--- config.mk ---
export PLATFORM = sky130hd
export DESIGN_NAME = inv_pport
export DESIGN_NICKNAME = d
export VERILOG_FILES = /design/src/rtl/inv_pport_pkg.sv /design/src/rtl/inv_pport_sync.sv /design/src/rtl/inv_pport_edge.sv /design/src/rtl/inv_pport_regs.sv /design/src/rtl/inv_pport.sv
export SDC_FILE = /design/constraint.sdc
export NUM_CORES = 1
export LEC_CHECK = 0
export CELL_PAD_IN_SITES_DETAIL_PLACEMENT = 0
export CELL_PAD_IN_SITES_GLOBAL_PLACEMENT = 1
export CORE_UTILIZATION = 39
export CTS_BUF_LIST = sky130_fd_sc_hd__clkbuf_8
export DETAILED_ROUTE_END_ITERATION = 10
export GPL_TIMING_DRIVEN = 0
export PLACE_DENSITY = 0.89
export SLEW_MARGIN = 25
export SYNTH_ARGS = -nofsm -noshare
export SYNTH_HDL_FRONTEND = slang
export SYNTH_SLANG_ARGS = --single-unit
--- constraint.sdc ---
create_clock -name clk -period 2.1 [get_ports clk]
set_input_delay 0.42 -clock clk [delete_from_list [all_inputs] [get_ports clk]]
set_output_delay 0.42 -clock clk [all_outputs]
set_load 0.03 [all_outputs]
--- src/rtl/inv_pport_pkg.sv ---
package inv_pport_pkg;
   typedef enum logic { EDGE_FALL = 1'b0, EDGE_BOTH = 1'b1 } edge_mode_e;

   function automatic logic lane_hit(input int lane, input logic addr, input logic wide);
      if (wide && addr == 1'b0) return 1'b1;
      return (lane == int'(addr));
   endfunction
endpackage

--- src/rtl/inv_pport_sync.sv ---
module inv_pport_sync #(
   parameter int WIDTH   = 16,
   parameter int STAGES  = 2,
   parameter logic RST_LVL = 1'b1
) (
   input  logic             clk,
   input  logic             rst_n,
   input  logic [WIDTH-1:0] d,
   output logic [WIDTH-1:0] q
);
   if (STAGES < 2) begin : g_bad_stages
      $error("inv_pport_sync: STAGES must be at least 2");
   end

   logic [WIDTH-1:0] chain [STAGES];

   for (genvar s = 0; s < STAGES; s++) begin : g_stage
      always_ff @(posedge clk) begin
         if (!rst_n) chain[s] <= {WIDTH{RST_LVL}};
         else if (s == 0) chain[s] <= d;
         else chain[s] <= chain[(s == 0) ? 0 : s-1];
      end
   end

   assign q = chain[STAGES-1];
endmodule

--- src/rtl/inv_pport_edge.sv ---
module inv_pport_edge
   import inv_pport_pkg::*;
#(
   parameter int N_SRC   = 4,
   parameter int SEL_W   = $clog2(N_SRC),
   parameter logic RST_LVL = 1'b1
) (
   input  logic             clk,
   input  logic             rst_n,
   input  logic [N_SRC-1:0] lvl,
   input  logic [SEL_W-1:0] sel,
   input  edge_mode_e       mode,
   input  logic             clr,
   output logic             irq
);
   if (N_SRC < 2) begin : g_bad_src
      $error("inv_pport_edge: N_SRC must be at least 2");
   end

   logic [N_SRC-1:0] prev;
   logic [N_SRC-1:0] fall, chg;
   logic             evt;
   logic             flag;

   for (genvar i = 0; i < N_SRC; i++) begin : g_det
      assign fall[i] = prev[i] & ~lvl[i];
      assign chg[i]  = prev[i] ^ lvl[i];
   end

   always_comb begin
      evt = 1'b0;
      for (int i = 0; i < N_SRC; i++) begin
         if (SEL_W'(i) == sel) evt = (mode == EDGE_BOTH) ? chg[i] : fall[i];
      end
   end

   always_ff @(posedge clk) begin
      if (!rst_n) begin
         prev <= {N_SRC{RST_LVL}};
         flag <= 1'b0;
      end else begin
         prev <= lvl;
         flag <= evt | (flag & ~clr);
      end
   end

   assign irq = flag;

   // flag holds without a read
   a_r8_sticky: assert property (@(posedge clk) disable iff (!rst_n)
      flag && !clr |=> flag);
   // read with no new edge clears
   a_r8_clear: assert property (@(posedge clk) disable iff (!rst_n)
      flag && clr && !evt |=> !flag);
   // an edge is never lost, even when a read coincides
   a_r9_edge_kept: assert property (@(posedge clk) disable iff (!rst_n)
      evt |=> flag);
   // in falling mode the flag only rises after a high sample
   a_r6_fall_only: assert property (@(posedge clk) disable iff (!rst_n)
      $rose(flag) && $past(mode) == EDGE_FALL |-> $past(prev[sel]) && !$past(lvl[sel]));
endmodule

--- src/rtl/inv_pport_regs.sv ---
module inv_pport_regs
   import inv_pport_pkg::*;
#(
   parameter int BYTE_W    = 8,
   parameter int NUM_BYTES = 2,
   localparam int WIDTH    = BYTE_W * NUM_BYTES
) (
   input  logic             clk,
   input  logic             rst_n,
   input  logic             addr,
   input  logic             wide,
   input  logic             wr,
   input  logic             rd,
   input  logic [WIDTH-1:0] wdata,
   input  logic [WIDTH-1:0] pin_lvl,
   output logic [WIDTH-1:0] rdata,
   output logic [WIDTH-1:0] out_bits
);
   if (NUM_BYTES != 2) begin : g_bad_lanes
      $error("inv_pport_regs: a one-bit address reaches exactly two lanes");
   end

   logic [NUM_BYTES-1:0] be;
   logic [WIDTH-1:0]     out_q;
   logic [WIDTH-1:0]     rd_q;

   for (genvar b = 0; b < NUM_BYTES; b++) begin : g_lane
      localparam int LO = b * BYTE_W;
      assign be[b] = lane_hit(b, addr, wide);

      always_ff @(posedge clk) begin
         if (!rst_n) begin
            out_q[LO +: BYTE_W] <= '0;
            rd_q[LO +: BYTE_W]  <= '0;
         end else begin
            if (wr && be[b]) out_q[LO +: BYTE_W] <= wdata[LO +: BYTE_W];
            if (rd) rd_q[LO +: BYTE_W] <= be[b] ? ~pin_lvl[LO +: BYTE_W] : '0;
         end
      end

      // a lane not addressed keeps its contents across a write
      a_r3_lane_hold: assert property (@(posedge clk) disable iff (!rst_n)
         wr && !be[b] |=> $stable(out_q[LO +: BYTE_W]));
   end

   assign out_bits = out_q;
   assign rdata    = rd_q;

   // a wide access at address 0 enables every lane
   a_r4_wide_all: assert property (@(posedge clk) disable iff (!rst_n)
      (wr || rd) && wide && !addr |-> &be);
   // byte accesses enable exactly one lane
   a_r3_one_lane: assert property (@(posedge clk) disable iff (!rst_n)
      (wr || rd) && !(wide && !addr) |-> $onehot0(be) && |be);
endmodule

--- src/rtl/inv_pport.sv ---
module inv_pport
   import inv_pport_pkg::*;
#(
   parameter int BYTE_W    = 8,
   parameter int NUM_BYTES = 2,
   parameter int SYNC_STG  = 2,
   parameter int N_SRC     = 4,
   parameter int IRQ_BASE  = 0,
   localparam int WIDTH    = BYTE_W * NUM_BYTES,
   localparam int SEL_W    = $clog2(N_SRC)
) (
   input  logic             clk,
   input  logic             rst_n,
   input  logic             bus_addr,
   input  logic             bus_wide,
   input  logic             bus_wr,
   input  logic             bus_rd,
   input  logic [WIDTH-1:0] bus_wdata,
   output logic [WIDTH-1:0] bus_rdata,
   input  logic [SEL_W-1:0] irq_sel,
   input  logic             irq_both,
   input  logic [WIDTH-1:0] port_in,
   output logic [WIDTH-1:0] port_out,
   output logic             irq
);
   if (IRQ_BASE + N_SRC > WIDTH) begin : g_bad_window
      $error("inv_pport: interrupt source window exceeds port width");
   end

   logic [WIDTH-1:0] lvl;
   logic [WIDTH-1:0] out_bits;

   inv_pport_sync #(.WIDTH(WIDTH), .STAGES(SYNC_STG), .RST_LVL(1'b1)) u_sync (
      .clk(clk), .rst_n(rst_n), .d(port_in), .q(lvl));

   inv_pport_regs #(.BYTE_W(BYTE_W), .NUM_BYTES(NUM_BYTES)) u_regs (
      .clk(clk), .rst_n(rst_n), .addr(bus_addr), .wide(bus_wide),
      .wr(bus_wr), .rd(bus_rd), .wdata(bus_wdata), .pin_lvl(lvl),
      .rdata(bus_rdata), .out_bits(out_bits));

   inv_pport_edge #(.N_SRC(N_SRC), .RST_LVL(1'b1)) u_edge (
      .clk(clk), .rst_n(rst_n), .lvl(lvl[IRQ_BASE +: N_SRC]), .sel(irq_sel),
      .mode(irq_both ? EDGE_BOTH : EDGE_FALL), .clr(bus_rd), .irq(irq));

   assign port_out = ~out_bits;

   // pins sit high right after reset
   a_r1_reset_high: assert property (@(posedge clk)
      !rst_n |=> port_out == '1);
endmodule

==> results list, run 1 <==
- The worst register-to-register path has a setup slack of 0.92 ns.
- In the routed design, unresolved DRC markers number 0.
* Post-synthesis register bit count: 69
- Internal cell power: 2.085 mW
- In the final design database the tool counted 370 nets.
- The initialized floorplan defines 28 standard-cell rows.
* IO Count: 74
- Outcome: completed
- Switching share of power: 24.31%
- The number of antenna violations at the first check in global routing was 0.
- Post-CTS Hold Fix Bufs: 0
- In this run the deepest clock path goes through 2 buffers.
- Total net switching power: 669.6 µW
- Resized Gates After CTS: 0
- For this run, the leading register cell type out of synthesis is sky130_fd_sc_hd__dfxtp_1.
* Leak: 1.401 nW
- TritonCTS clock tree: done
* Layout cell share with drive strength beyond 1: 6.970%
* Total congestion overflow: 0
- Leading area contributor after synthesis: sky130_fd_sc_hd__dfxtp_1
- The synthesized design contains 0 enable-type register cells.
* Total vias in the final route: 1738
- After routing, the total negative slack on setup checks comes to 0 ns.
- The die covers 6646 µm².
- Tcrit/Tclk final: 85.27%
* Clock net sink count: 69
- Pre-Repair DR Iteration Count: 4
* Pin count of the biggest net entering global routing: 14
* Dominant cells by area after synthesis: sky130_fd_sc_hd__dfxtp_1, sky130_fd_sc_hd__mux2i_1, sky130_fd_sc_hd__nand2b_1, sky130_fd_sc_hd__nor2b_1, sky130_fd_sc_hd__inv_1
* Buffers on Ports: 70
- Worst path arrival time: 1.37 ns
* Maximum clock skew at final layout: 0.01151 ns
* HPWL reported at the end of detailed placement: 3244 µm
* Clock network latency to the later pin of the worst-skew pair: 0.34 ns
- In this run the critical register-to-register path is launched from u_sync.chain[1][3].
* Worst hold endpoint: u_sync.chain[1][5]
- The number of pins exceeding their max-slew limit in the final report was 0.
* Share of flip-flops with an asynchronous set or reset after synthesis: 0%
* Power density of the placed cells: 795.8 nW/µm²
- After clock tree synthesis, the clock-pin slew on the worst setup and hold paths is 0.08 ns.
* Core area: 6026 µm²
- Startpoint of the tightest hold check path: u_sync.chain[0][5]
- Yosys instantiated no cell more often than sky130_fd_sc_hd__dfxtp_1.
* Instance count of the mapped netlist: 244
- Setup violations remaining at the end of the flow were counted as 0.
* Headroom to the max-slew limit: 65.92%
- The number of global-route vias before repair came to 1559.
* Worst Hold Class: reg -> reg
- Top cells by count, synth: sky130_fd_sc_hd__dfxtp_1, sky130_fd_sc_hd__nand2b_1, sky130_fd_sc_hd__nor2b_1
- The share of the Yosys chip area taken by registers is 56.01%.
* Worst reg2reg endpoint: u_edge.irq
- In this run, the number of DRC markers left after iteration 0 of detailed routing was 24.
- VDD sags by at most 0.4886 mV.
- Number of nets still failing antenna checks after routing: 0
- A synthesized cell averages 10.11 µm².
- Fmax achieved: 558.4 MHz
- Worst slack at placement: 0.2886 ns
* Diode count: 0
* Area growth from synthesis to layout: 40.33%
- Sequential cells account for 50.0% of the total power.
* Cell at the root of the clock tree: sky130_fd_sc_hd__clkbuf_8
- Synthesis Warnings: 0
- The die is 81.52 µm tall.
- The critical path in this run is classified as reg -> out.
* Endpoint class of the critical path: primary output
* Post-synth design cell area: 2466 µm²
* Tmin final: 1.791 ns
- Final weighted congestion of routability-driven global placement: 0.6885
* Peak fanout along the critical path: 2
- In this run the post-CTS setup repair buffer count came out at 0.
- In this run the horizontal extent of the chip is 81.52 µm.
- Setup repair after global routing left no endpoint under its margin.
- The top cell type by area accounts for 56.01% of the synthesized area.
* Endpoint required time on the critical path: 1.68 ns
* Number of endpoints with negative hold slack in the final report: 0
- In this run, distinct cell masters in the synthesized netlist total 23.
- Along the worst hold path, the cell count comes to 1.
- Launching element type of the critical path: register
* Clock network fraction of total power: 38.5%
* Ratio of routed vias to standard cells: 4.291
- Combinational logic burns 11.4% of the power.
- Summed over all layers, the routed wires come to 4616 µm.
- H-tree level count: 3
- Global Route Usage Sum: 15.24%
* Final worst setup slack: 0.3093 ns
* Inserted Clock Buffers: 9
- The number of cells on the worst reg-to-reg path is 6.
- Max-cap violations in this run came to 0.
- For the pin with the worst max-slew slack, the measured transition is 0.5112 ns.
- The first global-routing pass estimated 7355 µm of wire.
- In the final routed layout, each cell accounts on average for 11.40 µm.
- Initial Utilization: 40.93%
- Synthesized Nets: 289
-- cell usage in the layout (no fill, tap or decap), types with 2 or more instances in the layout --
cell type / instances
sky130_fd_sc_hd__clkinv_4: 3
sky130_fd_sc_hd__nand2_1: 4
sky130_fd_sc_hd__clkbuf_1: 7
sky130_fd_sc_hd__nor2b_1: 29
sky130_fd_sc_hd__o211ai_1: 2
sky130_fd_sc_hd__clkbuf_8: 9
sky130_fd_sc_hd__and2_1: 4
sky130_fd_sc_hd__clkdlybuf4s50_1: 70
sky130_fd_sc_hd__ha_1: 4
sky130_fd_sc_hd__nand2b_1: 29
sky130_fd_sc_hd__or2b_1: 5
sky130_fd_sc_hd__mux2i_1: 22
sky130_fd_sc_hd__o22ai_1: 4
sky130_fd_sc_hd__buf_4: 3
sky130_fd_sc_hd__inv_1: 27
sky130_fd_sc_hd__dfxtp_1: 69
sky130_fd_sc_hd__a21oi_1: 8
sky130_fd_sc_hd__nor2_1: 20
-- worst max-delay path by stage --
stage,from,endpoint,slack [ns],cells after the start
floorplan,bus_addr,u_regs.out_bits[5],0.86,7
global placement,bus_wr,u_regs.out_bits[6],0.32,7
detailed placement,bus_wr,u_regs.out_bits[6],0.29,7
CTS,u_regs.out_bits[4],port_out[4],0.29,2
global route,u_regs.out_bits[6],port_out[6],0.23,2
finish,u_regs.out_bits[4],port_out[4],0.31,2
-- power by group through the flow --
| stage | sequential (mW) | clock, mW | combinational [mW] |
|---|---|---|---|
| detailed placement | 1.41 | 0 | 0.319 |
| finish | 1.38 | 1.06 | 0.315 |
| global placement | 1.41 | 0 | 0.315 |
| global route | 1.38 | 1.15 | 0.345 |
| floorplan | 1.42 | 0 | 0.160 |
| CTS | 1.38 | 1.09 | 0.320 |
-- critical path: stages, from the launching register on --
cell and delay (ns):
sky130_fd_sc_hd__dfxtp_1 0.30, sky130_fd_sc_hd__inv_1 0.07, sky130_fd_sc_hd__clkdlybuf4s50_1 0.67
-- sequential cells by signal, indices dropped and copies added (netlist names) --
name             count
u_edge.irq           1
u_edge.prev          4
u_sync.chain        32
u_regs.out_bits     16
u_regs.rdata        16
-- through the flow --
stage | hold slack, ns | util [%] | std cells | cell area, µm² | power, mW
floorplan | 0.3846 | - | 244 | 2466 | 1.578
global placement | 0.3877 | 54.11 | 389 | 3261 | 1.722
detailed placement | 0.3921 | 54.11 | 389 | 3261 | 1.727
CTS | 0.4045 | 57.43 | 405 | 3461 | 2.786
global route | 0.4114 | 57.43 | 405 | 3461 | 2.879
finish | 0.4009 | 57.43 | 405 | 3461 | 2.754
-- logic make-up after synthesis --
| family | count (synthesis) | share of synthesized area, % |
|---|---|---|
| buf+inv | 38 | 6.595 |
| simple gates | 92 | 21.16 |
| fa+ha+maj | 4 | 2.030 |
| compound gates | 18 | 4.820 |
| mux | 23 | 9.386 |
| flops | 69 | 56.01 |
-- cell type report --
type,instances,area [µm²]
multi-input combinational,137,922.1
tap,75,93.84
buffer,12,65.06
sequential,69,1381
fill,548,2565
clock inverter,7,76.32
clock buffer,9,123.9
timing repair buffer,70,700.7
inverter,26,97.59
-- per-layer routing --
metal | track usage [%] | share of wire (%)
met5 | 0 | 0
met3 | 5.556 | 5.5
met4 | 8.036 | 1.5
met2 | 24.08 | 47
met1 | 17.97 | 46
Note: power is estimated with default switching activity, not from simulation.
==> inputs of run 2 (changes only) <==
- ABC_CLOCK_PERIOD_IN_PS: unset -> 2100
- CAP_MARGIN: unset -> 20
- CORE_UTILIZATION: 39 -> 37
- CTS_BUF_LIST: sky130_fd_sc_hd__clkbuf_8 -> unset
- PLACE_DENSITY: 0.89 -> 0.85
==> run 2 against run 1 <==
Final area grew 0.40%. Sequential power about the same. Critical path depth unchanged. Largest cell class unchanged. Via count up 1.3%. Sequential share of layout area fell by 0.16 points.
==> results list, run 2 (synthesis results as in run 1) <==
* Outcome: completed
- Actual transition at the worst max-transition pin: 0.5176 ns (+0.006345 ns)
- The fmax is 556.5 MHz (-0.35%).
- The fraction of final layout cells with drive strength greater than 1 was 6.970% (unchanged).
* Standard cell area after detailed placement: 3263 µm² (about the same)
* Number of placed instances, taps included: 391 (+0.51%)
* Total power: 2.807 mW (+1.9%)
- Commonest non-fill, non-tap cells in the layout: sky130_fd_sc_hd__clkdlybuf4s50_1, sky130_fd_sc_hd__dfxtp_1, sky130_fd_sc_hd__nand2b_1, sky130_fd_sc_hd__nor2b_1, sky130_fd_sc_hd__inv_1
* HPWL reported at the end of detailed placement: 3298 µm (+1.6%)
- IO Count: 74 (unchanged)
- Global Route Usage Sum: 14.60% (-0.64 points)
- Total vias in the final route: 1760 (+1.3%)
* Final weighted congestion of routability-driven global placement: 0.6864 (-0.31%)
* WL per Instance: 11.36 µm (-0.34%)
- The clock network latency to the later pin of the worst-skew pair was 0.33 ns (about the same).
* Core area: 6386 µm² (+6.0%)
- Diode count: 0 (unchanged)
* Std-Cell Rows: 29 (+3.6%)
* Die height: 83.64 µm (+2.6%)
* DIE AREA: 6996 µm² (+5.3%)
- Worst path arrival time: 1.38 ns (about the same)
- Remaining routing DRC violations: 0 (unchanged)
- The layout net count came to 370 (unchanged).
- The final-layout worst hold slack came to 0.4062 ns (+0.005299 ns).
- Number of antenna violations at the first check in global routing: 0 (unchanged)
* Crit Path Class: reg -> out
- Worst reg-to-reg path cell count: 6 (unchanged)
- Leak: 1.406 nW (+0.32%)
* DR iter-0 viols: 66 (+180%)
- The number of buffers inserted by hold repair at cts is 0 (unchanged).
* TritonCTS clock tree: done
- The final cycle utilization of the critical path is 85.57% (+0.30 points).
* Worst slack at placement: 0.3224 ns (+0.03377 ns)
- Largest register by flop count: u_sync.chain
- The clock-pin slew on the worst setup and hold paths was 0.08 ns (about the same).
- The flop-to-flop setup slack came to 0.90 ns (-0.02 ns).
- Total wire length after detailed routing: 4623 µm (+0.15%)
- The library cell used most frequently in the layout, excluding fill and tap cells, is sky130_fd_sc_hd__clkdlybuf4s50_1.
* Ratio of routed vias to standard cells: 4.324 (+0.77%)
- Slew Viols, Final: 0 (unchanged)
* Horiz. Die Dim: 83.64 µm (+2.6%)
* Total congestion overflow: 0 (unchanged)
- The area occupied by registers came to 1381 µm² (unchanged).
* Cell at the root of the clock tree: sky130_fd_sc_hd__clkbuf_8
- The startpoint identified for the worst register-to-register timing path is u_sync.chain[1][3].
* Number of endpoints with negative hold slack in the final report: 0 (unchanged)
- Final core utilization: 54.41% (-3.0 points)
- Clock net sink count: 69 (unchanged)
* Layout filler cell count: 591 (+7.8%)
* Clk buf depth: 2 (unchanged)
* Buffers on Ports: 70 (unchanged)
- Following the worst setup path forward leads to its endpoint at port_out[4].
- Max FFs per register: 32 (unchanged)
- STA classifies the critical path endpoint as a primary output.
- The worst max-slew margin expressed relative to the limit was 65.49% (-0.42 points).
* Endpoint required time on the critical path: 1.68 ns (about the same)
- The post-cts gate resize count was 0 (unchanged).
- Launching element type of the critical path: register
- The tightest min-delay check is of the reg -> reg type.
* Final standard cell count with taps included and fillers excluded: 407 (+0.49%)
- Worst VDD drop: 0.5038 mV (+3.1%)
- The remaining antenna violation count came to 0 (unchanged).
- The cell area after layout came to 3475 µm² (+0.40%).
* Vias in the first global route: 1705 (+9.4%)
* Hold Crit Depth: 1 (unchanged)
- Compared with the post-synthesis result, the final layout area differs by 40.89%.
* Post-route setup TNS: 0 ns (unchanged)
* Peak fanout along the critical path: 2 (unchanged)
- Unrepaired setup endpoints after global routing: no
- Tmin final: 1.797 ns (+0.006214 ns)
- The clock skew after layout came to 0.01234 ns (+0.0008317 ns).
- Setup bufs post-CTS: 0 (unchanged)
- Pre-Repair DR Iteration Count: 4 (unchanged)
- H-tree level count: 3 (unchanged)
- The total of max-cap violations came to 0 (unchanged).
- Pin count of the biggest net entering global routing: 12 (-2)
- Final setup vio count: 0 (unchanged)
* Global-route wire length before repair: 7803 µm (+6.1%)
- The total area of multi-input combinational cells came to 922.1 µm² (unchanged).
* Power density of the placed cells: 807.9 nW/µm² (+1.5%)
* Worst reg2reg endpoint: u_edge.irq
* Worst setup path start: u_regs.out_bits[4]
- The setup slack of the critical path after layout is 0.3031 ns (-0.006214 ns).
* Initial Utilization: 38.62% (-2.3 points)
- The number of buffers inserted during clock tree synthesis is 9 (unchanged).
## run 2: report_power, final
part           switching, mW  total (mW)  internal (mW)
clock network          0.469        1.11          0.645
registers             0.0165        1.38           1.36
logic                  0.145       0.314          0.169
total                  0.631        2.81           2.18
## run 2: final cells by class
class,instances,share of cell area (%)
repair buffers,70,20.17
flip-flops and latches,69,39.76
multi-input cells,137,26.54
clock inverters,3,1.224
plain buffers,12,1.873
well taps,77,2.773
clock buffers,13,4.861
inverters,26,2.809
## run 2: worst min path at each step
stage	start	end	slack (ns)
2_1_floorplan	u_sync.chain[0][10]	u_sync.chain[1][10]	0.38
3_3_place_gp	u_sync.chain[0][10]	u_sync.chain[1][10]	0.39
3_5_place_dp	u_sync.chain[0][2]	u_sync.chain[1][2]	0.39
4_1_cts	u_sync.chain[0][2]	u_sync.chain[1][2]	0.41
5_1_grt	u_sync.chain[0][2]	u_sync.chain[1][2]	0.41
6_report	u_sync.chain[0][2]	u_sync.chain[1][2]	0.41
## run 2: per-layer routing
layer	GRT usage [%]	share of wire [%]
met5	0	0
met4	7.858	2.0
met3	3.363	4.2
met2	24.39	51
met1	17.34	43
## run 2: worst max-delay path, cell delays in order, from the launching register on
cell,delay [ns]
sky130_fd_sc_hd__dfxtp_1,0.30
sky130_fd_sc_hd__inv_1,0.07
sky130_fd_sc_hd__clkdlybuf4s50_1,0.67
